--- config.mk ---
export PLATFORM = sky130hd
export DESIGN_NAME = sar_adc_ctrl
export DESIGN_NICKNAME = d
export VERILOG_FILES = /design/src/rtl/sar_adc_pkg.sv /design/src/rtl/sar_cfg_decode.sv /design/src/rtl/sar_core.sv /design/src/rtl/sar_bus_fmt.sv /design/src/rtl/sar_adc_ctrl.sv
export SDC_FILE = /design/constraint.sdc
export NUM_CORES = 1
export LEC_CHECK = 0
export BUFFER_PORTS_ARGS = -buffer_cell sky130_fd_sc_hd__buf_2
export CORE_MARGIN = 3
export CORE_UTILIZATION = 50
export CTS_BUF_LIST = sky130_fd_sc_hd__clkbuf_8
export DETAILED_ROUTE_END_ITERATION = 6
export HOLD_SLACK_MARGIN = 0.03
export PLACE_DENSITY_LB_ADDON = 0.08
export SYNTH_ARGS = -nofsm -noshare
export SYNTH_HDL_FRONTEND = slang
export SYNTH_HIERARCHICAL = 1
export SYNTH_SLANG_ARGS = --single-unit
--- constraint.sdc ---
create_clock -name clk_i -period 2.9 [get_ports clk_i]
set_input_delay 0.87 -clock clk_i [delete_from_list [all_inputs] [get_ports clk_i]]
set_output_delay 0.87 -clock clk_i [all_outputs]
set_load 0.01 [all_outputs]
--- src/rtl/sar_adc_pkg.sv ---
package sar_adc_pkg;

  typedef enum logic [1:0] {
    ST_IDLE = 2'd0,
    ST_ACQ  = 2'd1,
    ST_XACQ = 2'd2,
    ST_CONV = 2'd3
  } seq_state_e;

  typedef enum logic [1:0] {
    PWR_RUN  = 2'd0,
    PWR_STBY = 2'd1,
    PWR_OFF  = 2'd2
  } pwr_mode_e;

  // bit order is decoded by the host, so it is fixed
  typedef struct packed {
    logic [1:0] pd;
    logic       acq_ext;
    logic       single;
    logic       unipolar;
    logic [2:0] addr;
  } ctrl_byte_t;

  function automatic pwr_mode_e pd_to_mode(input logic [1:0] pd);
    if (pd[1])      return PWR_RUN;
    else if (pd[0]) return PWR_STBY;
    else            return PWR_OFF;
  endfunction

endpackage

--- src/rtl/sar_cfg_decode.sv ---
module sar_cfg_decode #(
  parameter int NCH = 8
) (
  input  logic [2:0]     addr_i,
  input  logic           single_i,
  output logic [NCH-1:0] pos_o,
  output logic [NCH-1:0] neg_o
);
  localparam int AW = $clog2(NCH);

  logic [AW-1:0] sel;
  logic [AW-1:0] mate;
  assign sel  = addr_i[AW-1:0];
  assign mate = sel ^ AW'(1);

  for (genvar i = 0; i < NCH; i++) begin : g_ch
    assign pos_o[i] = (sel == AW'(i));
    assign neg_o[i] = !single_i && (mate == AW'(i));
  end

  always_comb begin
    if (single_i) AST_SE_NEG_COM: assert (neg_o == '0);
  end

endmodule

--- src/rtl/sar_core.sv ---
module sar_core #(
  parameter int RES        = 10,
  parameter int CONV_TICKS = 13
) (
  input  logic           clk_i,
  input  logic           rst_ni,
  input  logic           clr_i,
  input  logic           step_i,
  input  logic           cmp_i,
  output logic [RES-1:0] trial_o,
  output logic [RES-1:0] code_o,
  output logic           last_o
);
  localparam int CW = $clog2(CONV_TICKS);

  logic [CW-1:0]  cnt_q;
  logic [RES-1:0] sar_q;
  logic [RES-1:0] mask;

  for (genvar i = 0; i < RES; i++) begin : g_mask
    assign mask[i] = (cnt_q == CW'(RES - 1 - i));
  end

  assign trial_o = sar_q | mask;
  assign code_o  = sar_q;
  assign last_o  = step_i && (cnt_q == CW'(CONV_TICKS - 1));

  always_ff @(posedge clk_i or negedge rst_ni) begin
    if (!rst_ni) begin
      cnt_q <= '0;
      sar_q <= '0;
    end else if (clr_i) begin
      cnt_q <= '0;
      sar_q <= '0;
    end else if (step_i) begin
      cnt_q <= last_o ? '0 : cnt_q + CW'(1);
      for (int i = 0; i < RES; i++) begin
        if (mask[i]) sar_q[i] <= cmp_i;
      end
    end
  end

  AST_SAR_SINGLE_TRIAL: assert property (@(posedge clk_i) disable iff (!rst_ni)
    $onehot0(trial_o ^ code_o));

  AST_SAR_TAIL_FROZEN: assert property (@(posedge clk_i) disable iff (!rst_ni)
    (step_i && !clr_i && cnt_q >= CW'(RES)) |=> $stable(sar_q));

endmodule

--- src/rtl/sar_bus_fmt.sv ---
module sar_bus_fmt #(
  parameter int RES = 10
) (
  input  logic [RES-1:0] result_i,
  input  logic           bipolar_i,
  input  logic           hben_i,
  input  logic           cs_ni,
  input  logic           rd_ni,
  output logic [7:0]     data_o,
  output logic           data_oe_o
);
  localparam int HW = RES - 8;
  localparam int SW = 8 - HW;

  logic [7:0] hi_byte;
  assign hi_byte   = {{SW{bipolar_i & result_i[RES-1]}}, result_i[RES-1:8]};
  assign data_o    = hben_i ? hi_byte : result_i[7:0];
  assign data_oe_o = !cs_ni && !rd_ni;

endmodule

--- src/rtl/sar_adc_ctrl.sv ---
module sar_adc_ctrl
  import sar_adc_pkg::*;
#(
  parameter int RES        = 10,
  parameter int NCH        = 8,
  parameter int ACQ_TICKS  = 4,
  parameter int CONV_TICKS = 13
) (
  input  logic           clk_i,
  input  logic           rst_ni,
  input  logic           cs_ni,
  input  logic           wr_ni,
  input  logic           rd_ni,
  input  logic           hben_i,
  input  logic [7:0]     data_i,
  output logic [7:0]     data_o,
  output logic           data_oe_o,
  output logic           int_no,
  input  logic           ext_tick_i,
  input  logic           int_tick_i,
  input  logic           cmp_i,
  output logic [RES-1:0] dac_code_o,
  output logic           track_o,
  output logic [NCH-1:0] mux_pos_o,
  output logic [NCH-1:0] mux_neg_o,
  output logic [1:0]     pwr_mode_o,
  output logic           addr_err_o
);
  localparam int AQW = $clog2(ACQ_TICKS + 1);

  seq_state_e     state_q, state_d;
  logic [AQW-1:0] acq_q, acq_d;
  logic [2:0]     addr_q;
  logic           single_q, unip_q;
  logic           clk_ext_q;
  pwr_mode_e      pwr_q;
  logic           int_q, err_q;
  logic [RES-1:0] result_q;
  logic           res_bip_q;
  logic           wr_q, rd_q;

  ctrl_byte_t     nb;
  logic           wr_rise, rd_fall, tick;
  logic           closing, addr_ok;
  logic           enter_conv, conv_step, conv_last;
  logic [RES-1:0] code, final_code;

  assign nb      = ctrl_byte_t'(data_i);
  assign wr_rise = !cs_ni && wr_ni && !wr_q;
  assign rd_fall = !cs_ni && !rd_ni && rd_q;
  // external ticks pass only while selected
  assign tick    = clk_ext_q ? (ext_tick_i && !cs_ni) : int_tick_i;
  assign closing = (state_q == ST_XACQ) && !nb.acq_ext;
  assign addr_ok = (nb.addr == addr_q);

  always_comb begin
    state_d    = state_q;
    acq_d      = acq_q;
    enter_conv = 1'b0;
    if (wr_rise) begin
      acq_d = '0;
      if (closing && addr_ok) begin
        state_d    = ST_CONV;
        enter_conv = 1'b1;
      end else if (!nb.pd[1]) begin
        state_d = ST_IDLE;
      end else if (nb.acq_ext && !closing) begin
        state_d = ST_XACQ;
      end else begin
        state_d = ST_ACQ;
      end
    end else if (tick) begin
      unique case (state_q)
        ST_ACQ: begin
          if (acq_q == AQW'(ACQ_TICKS - 1)) begin
            state_d    = ST_CONV;
            enter_conv = 1'b1;
          end else begin
            acq_d = acq_q + AQW'(1);
          end
        end
        ST_CONV: if (conv_last) state_d = ST_IDLE;
        default: ;
      endcase
    end
  end

  assign conv_step  = tick && !wr_rise && (state_q == ST_CONV);
  assign final_code = unip_q ? code : {~code[RES-1], code[RES-2:0]};

  sar_core #(
    .RES       (RES),
    .CONV_TICKS(CONV_TICKS)
  ) u_core (
    .clk_i  (clk_i),
    .rst_ni (rst_ni),
    .clr_i  (enter_conv),
    .step_i (conv_step),
    .cmp_i  (cmp_i),
    .trial_o(dac_code_o),
    .code_o (code),
    .last_o (conv_last)
  );

  always_ff @(posedge clk_i or negedge rst_ni) begin
    if (!rst_ni) begin
      state_q   <= ST_IDLE;
      acq_q     <= '0;
      addr_q    <= '0;
      single_q  <= 1'b1;
      unip_q    <= 1'b1;
      clk_ext_q <= 1'b1;
      pwr_q     <= PWR_RUN;
      int_q     <= 1'b1;
      err_q     <= 1'b0;
      result_q  <= '0;
      res_bip_q <= 1'b0;
      wr_q      <= 1'b1;
      rd_q      <= 1'b1;
    end else begin
      state_q <= state_d;
      acq_q   <= acq_d;
      wr_q    <= wr_ni;
      rd_q    <= rd_ni;
      if (wr_rise) begin
        addr_q   <= nb.addr;
        single_q <= nb.single;
        unip_q   <= nb.unipolar;
        pwr_q    <= pd_to_mode(nb.pd);
        if (nb.pd[1]) clk_ext_q <= nb.pd[0];
        if (closing && !addr_ok) err_q <= 1'b1;
      end
      if (conv_last) begin
        result_q  <= final_code;
        res_bip_q <= !unip_q;
      end
      if (wr_rise)        int_q <= 1'b1;
      else if (conv_last) int_q <= 1'b0;
      else if (rd_fall)   int_q <= 1'b1;
    end
  end

  sar_cfg_decode #(
    .NCH(NCH)
  ) u_dec (
    .addr_i  (addr_q),
    .single_i(single_q),
    .pos_o   (mux_pos_o),
    .neg_o   (mux_neg_o)
  );

  sar_bus_fmt #(
    .RES(RES)
  ) u_fmt (
    .result_i (result_q),
    .bipolar_i(res_bip_q),
    .hben_i   (hben_i),
    .cs_ni    (cs_ni),
    .rd_ni    (rd_ni),
    .data_o   (data_o),
    .data_oe_o(data_oe_o)
  );

  assign int_no     = int_q;
  assign track_o    = (state_q == ST_ACQ) || (state_q == ST_XACQ);
  assign pwr_mode_o = pwr_q;
  assign addr_err_o = err_q;

  AST_WR_RELEASES_INT: assert property (@(posedge clk_i) disable iff (!rst_ni)
    wr_rise |=> int_no);

  AST_RD_RELEASES_INT: assert property (@(posedge clk_i) disable iff (!rst_ni)
    (rd_fall && !conv_last) |=> int_no);

  AST_ABORT_LEAVES_CONV: assert property (@(posedge clk_i) disable iff (!rst_ni)
    (wr_rise && state_q == ST_CONV) |=> (state_q != ST_CONV));

  AST_INT_AFTER_CONV: assert property (@(posedge clk_i) disable iff (!rst_ni)
    $fell(int_no) |-> $past(state_q == ST_CONV));

  AST_PD_KEEPS_CLK: assert property (@(posedge clk_i) disable iff (!rst_ni)
    (wr_rise && !data_i[7]) |=> $stable(clk_ext_q));

  AST_ERR_STICKY: assert property (@(posedge clk_i) disable iff (!rst_ni)
    addr_err_o |=> addr_err_o);

  AST_CS_FREEZES_XACQ: assert property (@(posedge clk_i) disable iff (!rst_ni)
    (cs_ni && state_q == ST_XACQ) |=> (state_q == ST_XACQ));

endmodule

# Word level (Yosys, flattened, before mapping)
# Index checks and enable logic that the tools add are counted.
[word_totals]
wordCells = 164
out_inout_bits = 40
reg_bits = 42
input_bits = 17
[classes]
bitwise_logic = 4
addsub = 2
mux = 40
n_eq_ne = 32
reduce_logical = 62
[op_table]
columns = ["op", "count"]
rows = [
  ["10-bit 2-to-1 mux", 3],
  ["2-bit nonzero test", 13],
  ["3-bit equality test, second input constant", 8],
  ["2-bit AND reduction", 12],
  ["1-bit logical AND", 20],
  ["1-bit 2-to-1 mux", 19],
  ["2-bit 2-to-1 mux", 9],
  ["4-bit by 3-bit equality test with 1-bit output, second input constant", 4],
  ["3-bit by 2-bit equality test with 1-bit output, second input constant", 5],
  ["4-bit equality test, second input constant", 3],
  ["3-bit 2-to-1 mux", 4],
  ["4-bit 2-to-1 mux", 3],
  ["10-bit OR", 1],
  ["1-bit logical NOT", 9],
  ["4-bit by 2-bit equality test with 1-bit output, second input constant", 2],
  ["8-bit 2-to-1 mux", 1],
  ["3-bit by 1-bit equality test with 1-bit output, second input constant", 2],
  ["3-bit logical NOT", 2],
  ["3-bit nonzero test", 2],
  ["4-bit by 1-bit adder with 4-bit output, second input constant", 1],
  ["2-bit equality test, second input constant", 2],
  ["4-bit by 1-bit equality test with 1-bit output, second input constant", 1],
  ["4-bit logical NOT", 1],
  ["2-bit case mux with 2 select lines", 1],
  ["other kinds (11)", 12],
]

# Depth between registers and ports, before layout
# Gate-level depths: netlist of run 1.
[logic_depth]
depth_word = 11
depth_mapped = 9

# Modules after synthesis
# Netlist of run 1, hierarchy kept.
[by_module_without_submodules]
columns = ["mod", "cells_per_inst", "area_per_inst_um2", "n_inst"]
rows = [
  ["sar_adc_ctrl", 110, 1332.5, 1],
  ["sar_core", 93, 828.3, 1],
  ["sar_cfg_decode", 19, 206.4, 1],
  ["sar_bus_fmt", 17, 102.6, 1],
]

# Worst setup path before layout of run 1
# OpenSTA, ideal clock, no wires.
[synth_timing]
path_kind = "input to register"
startpoint = "input cs_ni"
endpoint = "register state_q[0]"
required_time_ns = 2.821
setup_time_ns = 0.079
path_buffers = 1
arrival_ns = 2.395
path_stages = 9
setup_slack_ns = 0.425
path_cell_list = "nor3b_4 -> a21oi_1 -> and2_1 -> buf_4 -> nand2_1 -> nor2_1 -> mux2_1 -> a31oi_2 -> mux2i_1"
[synth_between]
elab_chain_cells = 9
elab_cells_between_ends = 15
classes_between = "2 x eq/ne; 2 x mux; 11 x reduce/logical"
[synth_rtl]
columns = ["element", "line_no", "text"]
rows = [
  ["from (decl)", "sar_adc_ctrl.sv:11", "input logic cs_ni,"],
  ["1-bit logical NOT *", "sar_adc_ctrl.sv:49, sar_adc_ctrl.sv:52", ""],
  ["1-bit logical AND (2 in series)", "sar_adc_ctrl.sv:49", "assign wr_rise = !cs_ni && wr_ni && !wr_q;"],
  ["1-bit logical NOT", "sar_adc_ctrl.sv:88", "assign conv_step = tick && !wr_rise && (state_q == ST_CONV);"],
  ["1-bit logical AND * (2 in series)", "sar_adc_ctrl.sv:88", ""],
  ["net conv_step", "sar_adc_ctrl.sv:45", "logic enter_conv, conv_step, conv_last;"],
  ["1-bit logical AND *", "sar_core.sv:26", "assign last_o = step_i && (cnt_q == CW'(CONV_TICKS - 1));"],
  ["net conv_last", "sar_adc_ctrl.sv:45", ""],
  ["3-bit by 2-bit != test with 1-bit output (no source line) *", "-", ""],
  ["4-bit AND reduction (no source line) *", "-", ""],
  ["to (signal assigned)", "sar_adc_ctrl.sv:121", "state_q <= state_d;"],
  ["to (decl)", "sar_adc_ctrl.sv:31", "seq_state_e state_q, state_d;"],
]
# The timed path passes the listed nets; every way through them passes the cells marked *.
# A chain may end at the register's enable or synchronous reset.

# Worst setup path in the final report of run 1
[layout_timing]
startpoint = "register u_core.cnt_q[2]"
endpoint = "output dac_code_o[5]"
[layout_between]
elab_chain_cells = 2
[layout_rtl]
columns = ["element", "line_no", "text"]
rows = [
  ["from (decl)", "sar_core.sv:16", "logic [CW-1:0] cnt_q;"],
  ["from (signal assigned)", "sar_core.sv:36", "cnt_q <= last_o ? '0 : cnt_q + CW'(1);"],
  ["4-bit by 3-bit equality test with 1-bit output", "sar_core.sv:21", "assign mask[i] = (cnt_q == CW'(RES - 1 - i));"],
  ["10-bit OR", "sar_core.sv:24", "assign trial_o = sar_q | mask;"],
  ["to (decl)", "sar_adc_ctrl.sv:22", "output logic [RES-1:0] dac_code_o,"],
]
# No other way between the ends.

==> results.py, run 1 <==
metrics = {
    "flow_run": {
        "maxCapViolations": 0,
    },
    "detailed_routing": {
        "post_drt_wl_per_cell_um": 14.48,
        "routed_wl_mm": 5.185,
        "remaining_drc_errors": 0,
        "ant_nets": 0,
        "via_count": 1878,
        "vias_per_cell": 5.246,
        "dr.pass1.iters": 4,
        "drt_iter0_drc": 55,
    },
    "cells_and_area": {
        "synthToLayoutAreaGrowth_pct": 15.20,
        "final_common_cell": "buf_2",
        "nNetsFinal": 318,
        "drive_gt1_share_pct": 34.81,
        "diodes": 0,
        "filler_cell_count": 406,
        "mostFrequentLayoutCells": "buf_2 (56), dfrtp_1 (36), nand2_1 (25), a21oi_1 (16)",
    },
    "clock_network": {
        "root_buffer": "clkbuf_8",
        "cts_tree": "built",
        "clock-sinks": 42,
        "cts-resized-gates": 0,
        "cts_max_path_buffers": 2,
        "cts-buffers-inserted": 5,
        "holdBufCountCts": 0,
        "cts_max_level": 2,
        "postCtsSetupBuffers": 0,
        "clock_latency_ns": 0.29,
        "clk_pin_slew_ns": 0.08,
    },
    "power": {
        "internal_power_w": 0.001352,
        "swShare_pct": 40.74,
        "pwr-share-comb_pct": 42.5,
        "ir_worst_vdd_mv": 0.5353,
        "pwr-share-clk_pct": 15.7,
        "power.leakage_nw": 1.496,
        "netSwitchingPower_w": 0.0009292,
        "total_power_w": 0.002281,
        "power_density_nw_per_um2": 801.7,
        "seqPwrFrac_pct": 41.8,
    },
    "logic_synthesis": {
        "synth-async-reset-ratio_pct": 100.0,
        "seq_area_frac_synth_pct": 42.86,
        "synth_edf_count": 0,
        "synth_warnings": 6,
        "synthCells": 239,
        "synth_nets": 265,
        "ys_seq_elements": 42,
        "syn_avg_cell_area_sq_um": 10.33,
        "syn_area_sq_um": 2470,
        "synth_ff_type": "dfrtp_1",
        "yosysUniqueCellTypes": 52,
    },
    "setup_path": {
        "r2r_end": "state_q[1]",
        "startpoint_type": "flip-flop",
        "reg2reg_from": "clk_ext_q",
        "required_ns": 2.03,
        "critPathKind": "flip-flop to output port",
        "worstPathArrival_ns": 1.66,
        "crit_fanout": 11,
        "reg2reg_slack_ns": 0.85,
        "end_kind": "output port",
        "worst_r2r_path_depth": 8,
    },
    "sta": {
        "final.setup.worst_slack_ns": 0.3651,
        "min_period_over_period_pct": 87.41,
        "tns_ns": 0,
        "hold_violations": 0,
        "clock_skew_ns": 0.002983,
        "finalSetupViolations": 0,
        "worst_slew_pin_slew_ns": 0.8822,
        "layout_min_cycle_time_ns": 2.535,
        "hold_slack_ns": 0.4739,
        "slew_headroom_pct": 41.18,
        "grt_setup_unrepaired": "no",
        "final-max-slew-violation-count": 0,
        "fmax_mhz": 394.5,
    },
    "grt": {
        "grt_pass1_wl_mm": 8.852,
        "grt_antenna_before_repair": 0,
        "grt_usage_pct": 18.55,
        "grt_overflow": 0,
        "grt_max_degree": 42,
        "grt_pass1_vias": 1826,
    },
    "floorplan": {
        "die_area_sq_um": 5819,
        "initial_core_util_pct": 54.11,
        "chipWidth_um": 76.29,
        "fp.coreArea_sq_um": 4564,
        "die_h_um": 76.29,
        "rows": 24,
        "io_pins": 57,
    },
    "worst_hold_path": {
        "holdPathEnd": "pwr_mode_o[0]",
        "hold_class": "flip-flop to flip-flop",
        "hold_depth": 2,
        "min_from": "pwr_mode_o[0]",
    },
    "placed_design": {
        "dpl_worst_slack_ns": 0.3070,
        "port_buffers": 56,
        "gp_congestion": 0.8203,
        "hpwl_mm": 3.799,
    },
    "status": {
        "status": "complete, no violations",
    },
}
area by class of cell:
type / instances / area (sq um) / area share, %
clock inverters: 3 / 13.76 / 0.4837
multi-input cells: 167 / 1249 / 43.89
flip-flops and latches: 42 / 1059 / 37.20
inverters: 15 / 56.30 / 1.979
well taps: 65 / 81.33 / 2.858
repair buffers: 61 / 317.8 / 11.17
clock buffers: 5 / 68.82 / 2.419
sequential cells by signal, indices dropped and copies added, names as in the netlist:
| signal | count |
|---|---|
| pwr_mode_o | 2 |
| res_bip_q | 1 |
| addr_err_o | 1 |
| unip_q | 1 |
| int_no | 1 |
| u_core/code_o | 10 |
| result_q | 10 |
| u_core/cnt_q | 4 |
| addr_q | 3 |
| clk_ext_q | 1 |
| state_q | 2 |
| wr_q | 1 |
| acq_q | 3 |
| single_q | 1 |
| rd_q | 1 |
logic make-up after synthesis:
logic type | share of synthesized area (%)
muxes | 9.929
and+or+nand+nor | 21.63
AOI/OAI and AO/OA | 12.66
buffers and inverters | 6.585
adders and majority gates | 4.559
DFF | 42.86
xor gates and xnor gates | 1.773
worst max-delay path by stage:
stage	end	start	depth (start not counted)
floorplan	state_q[0]	cs_ni	9
global placement	result_q[7]	cs_ni	8
detailed placement	result_q[8]	cs_ni	8
CTS	dac_code_o[5]	u_core/cnt_q[2]	3
global route	dac_code_o[5]	u_core/cnt_q[2]	3
finish	dac_code_o[5]	u_core/cnt_q[2]	3
power groups by stage:
stage	logic, W	clock network (W)	registers [W]
after global routing	0.00108	0.000393	0.000985
final	0.000969	0.000358	0.000953
after floorplan	0.000739	0	0.000872
after CTS	0.000975	0.000372	0.000951
after detailed placement	0.000971	0	0.000961
after global placement	0.000958	0	0.000951
synthesized netlist by cell type (2+ instances only):
master	n	area share, %
a21o_1	10	3.0
a21oi_1	16	3.2
and3b_1	3	1.1
buf_2	4	0.81
buf_4	2	0.61
buf_6	5	2.3
clkbuf_1	4	0.61
dfrtp_1	36	36
dfstp_2	6	6.4
ha_1	9	4.6
inv_1	14	2.1
mux2_1	2	0.91
mux2_2	10	4.6
mux2_4	2	1.2
mux2i_1	8	3.2
nand2_1	25	3.8
nand2b_1	3	0.76
nand4_1	8	2.0
nand4b_1	2	0.71
nor2_1	12	1.8
nor2b_1	2	0.51
nor3_1	2	0.41
nor3b_2	3	1.5
nor4b_2	3	1.8
nor4bb_1	3	1.2
o21ai_0	15	3.0
o22ai_1	2	0.51
xnor2_1	2	0.71
xor2_1	3	1.1
worst max-delay path, cell delays in order, from the launching register on:
cell and delay, ns:
dfrtp_1 0.52, nor2b_1 0.52, a21o_1 0.21, buf_2 0.12
routing by layer:
layer | vias up | GRT usage [%] | part of all wire [%]
met3 | 6 | 4.492 | 5.6
li1 | 951 | - | -
met5 | - | 0 | 0
met4 | 0 | 4.891 | 1.1
met2 | 43 | 29.35 | 47
met1 | 878 | 25.51 | 46
metrics by stage:
step	utilization, %	instances	cell area, sq um
floorplan	-	239	2470
global placement	60.53	350	2763
detailed placement	60.53	350	2763
CTS	62.34	358	2845
global route	62.34	358	2845
finish	62.34	358	2845
(Power assumes the default switching activity.)
==> run 2: changes to the inputs <==
Settings changed: CTS_BUF_LIST sky130_fd_sc_hd__clkbuf_8 to sky130_fd_sc_hd__clkbuf_4.
==> results.py, run 2 (synthesized netlist as in run 1, its figures left out) <==
metrics = {
    "detailed_routing": {
        "ant_nets": 0,
        "dr.pass1.iters": 4,
        "via_count": 1888,
        "vias_per_cell": 5.274,
        "routed_wl_mm": 5.185,
        "drt_iter0_drc": 57,
        "post_drt_wl_per_cell_um": 14.48,
        "remaining_drc_errors": 0,
    },
    "power": {
        "ir_worst_vdd_mv": 0.5326,
        "power_density_nw_per_um2": 785.0,
        "power.leakage_nw": 1.482,
    },
    "setup_path": {
        "path_cells": "nor2b_1, a21o_1, buf_2",
        "required_ns": 2.03,
        "critPathKind": "flip-flop to output port",
        "end_kind": "output port",
        "crit_fanout": 11,
        "reg2reg_slack_ns": 0.85,
        "worstPathArrival_ns": 1.72,
        "slowest_delay_ns": 0.53,
        "startpoint_type": "flip-flop",
        "cpMaxStageDelayCell": "dfrtp_1",
    },
    "flow_run": {
        "maxCapViolations": 0,
    },
    "cells_and_area": {
        "fin_cells": 358,
        "diodes": 0,
        "nNetsFinal": 318,
        "drive_gt1_share_pct": 35.15,
        "filler_cell_count": 409,
        "final_common_cell": "buf_2",
        "mostFrequentLayoutCells": "buf_2 (56), dfrtp_1 (36), nand2_1 (25), a21oi_1 (16), o21ai_0 (15)",
        "fin_area_sq_um": 2818,
        "final-seq-area_sq_um": 1059,
        "synthToLayoutAreaGrowth_pct": 14.08,
        "multi_input_area_sq_um": 1249,
    },
    "clock_network": {
        "cts_max_level": 2,
        "clk_pin_slew_ns": 0.12,
        "root_buffer": "clkbuf_4",
        "cts_tree": "built",
        "clock-sinks": 42,
        "holdBufCountCts": 0,
        "cts-resized-gates": 0,
        "cts_max_path_buffers": 2,
        "cts-buffers-inserted": 5,
        "clock_latency_ns": 0.35,
        "postCtsSetupBuffers": 0,
    },
    "floorplan": {
        "die_area_sq_um": 5819,
        "initial_core_util_pct": 54.11,
        "fp.coreArea_sq_um": 4564,
        "die_h_um": 76.29,
        "rows": 24,
        "chipWidth_um": 76.29,
        "io_pins": 57,
    },
    "worst_hold_path": {
        "hold_class": "flip-flop to flip-flop",
    },
    "sta": {
        "clock_skew_ns": 0.006666,
        "tns_ns": 0,
        "finalSetupViolations": 0,
        "slew_headroom_pct": 41.63,
        "hold_violations": 0,
        "final.setup.worst_slack_ns": 0.3098,
        "fmax_mhz": 386.1,
        "final-max-slew-violation-count": 0,
        "min_period_over_period_pct": 89.32,
        "layout_min_cycle_time_ns": 2.590,
        "grt_setup_unrepaired": "no",
        "worst_slew_pin_slew_ns": 0.8755,
        "hold_slack_ns": 0.4832,
    },
    "grt": {
        "grt_overflow": 0,
        "grt_pass1_wl_mm": 8.852,
        "grt_usage_pct": 18.52,
        "grt_pass1_vias": 1830,
        "grt_antenna_before_repair": 0,
        "grt_max_degree": 42,
    },
    "placed_design": {
        "port_buffers": 56,
        "dpl_worst_slack_ns": 0.3070,
        "dpl.cell_count": 350,
        "hpwl_mm": 3.799,
        "dpl_cell_area_sq_um": 2763,
        "gp_congestion": 0.8203,
    },
    "status": {
        "status": "complete, no violations",
    },
}
-- run 2: cell types whose count changed in the layout (fill, tap and decap cells not counted), sizes merged --
cell / previous run / this run
inv: 16 / 15
clkbuf: 5 / 6
-- run 2: power by group --
| group | internal, W | switching, W | total [W] |
|---|---|---|---|
| Clock | 0.000102 | 0.000188 | 0.000290 |
| Combinational | 0.000436 | 0.000535 | 0.000971 |
| Sequential | 0.000752 | 0.000199 | 0.000950 |
| Total | 0.00129 | 0.000922 | 0.00221 |
-- run 2: cell type report --
class	instances	share of cell area, %
well taps	65	2.886
inverters	15	1.998
clock buffers	6	1.599
clock inverters	2	0.3552
repair buffers	61	11.28
flip-flops and latches	42	37.57
multi-input cells	167	44.32
-- run 2: worst paths after layout --
kind	from	to	depth (start not counted)
min in group asynchronous	rst_ni	u_core/cnt_q[0]	1
max reg2reg	clk_ext_q	state_q[1]	8
max	u_core/cnt_q[2]	dac_code_o[5]	3
max in group asynchronous	rst_ni	clk_ext_q	2
min	pwr_mode_o[0]	pwr_mode_o[0]	2
min reg2reg	pwr_mode_o[0]	pwr_mode_o[0]	2
-- run 2: per-stage QoR --
| stage | total power, W | utilization [%] |
|---|---|---|
| after floorplan | 0.001611 | - |
| after global placement | 0.001909 | 60.53 |
| after detailed placement | 0.001932 | 60.53 |
| after CTS | 0.002224 | 61.73 |
| after global routing | 0.002391 | 61.73 |
| final | 0.002212 | 61.73 |
-- run 2: critical path: cells and delay by family (launching register included) --
kind	cells	cell delay (ns)
flops	1	0.53
buf+inv	1	0.12
compound gates	1	0.20
simple gates	1	0.51
-- run 2: per-layer routing --
metal  wire length (um)  vias to the layer above  part of all wire [%]  global-route usage, %
li1                   -                      951                     -                      -
met1               2448                      890                    47                  25.59
met2               2442                       40                    47                  29.44
met3                216                        7                   4.2                  3.073
met4                 77                        0                   1.5                  6.522
met5                  0                        -                     0                      0
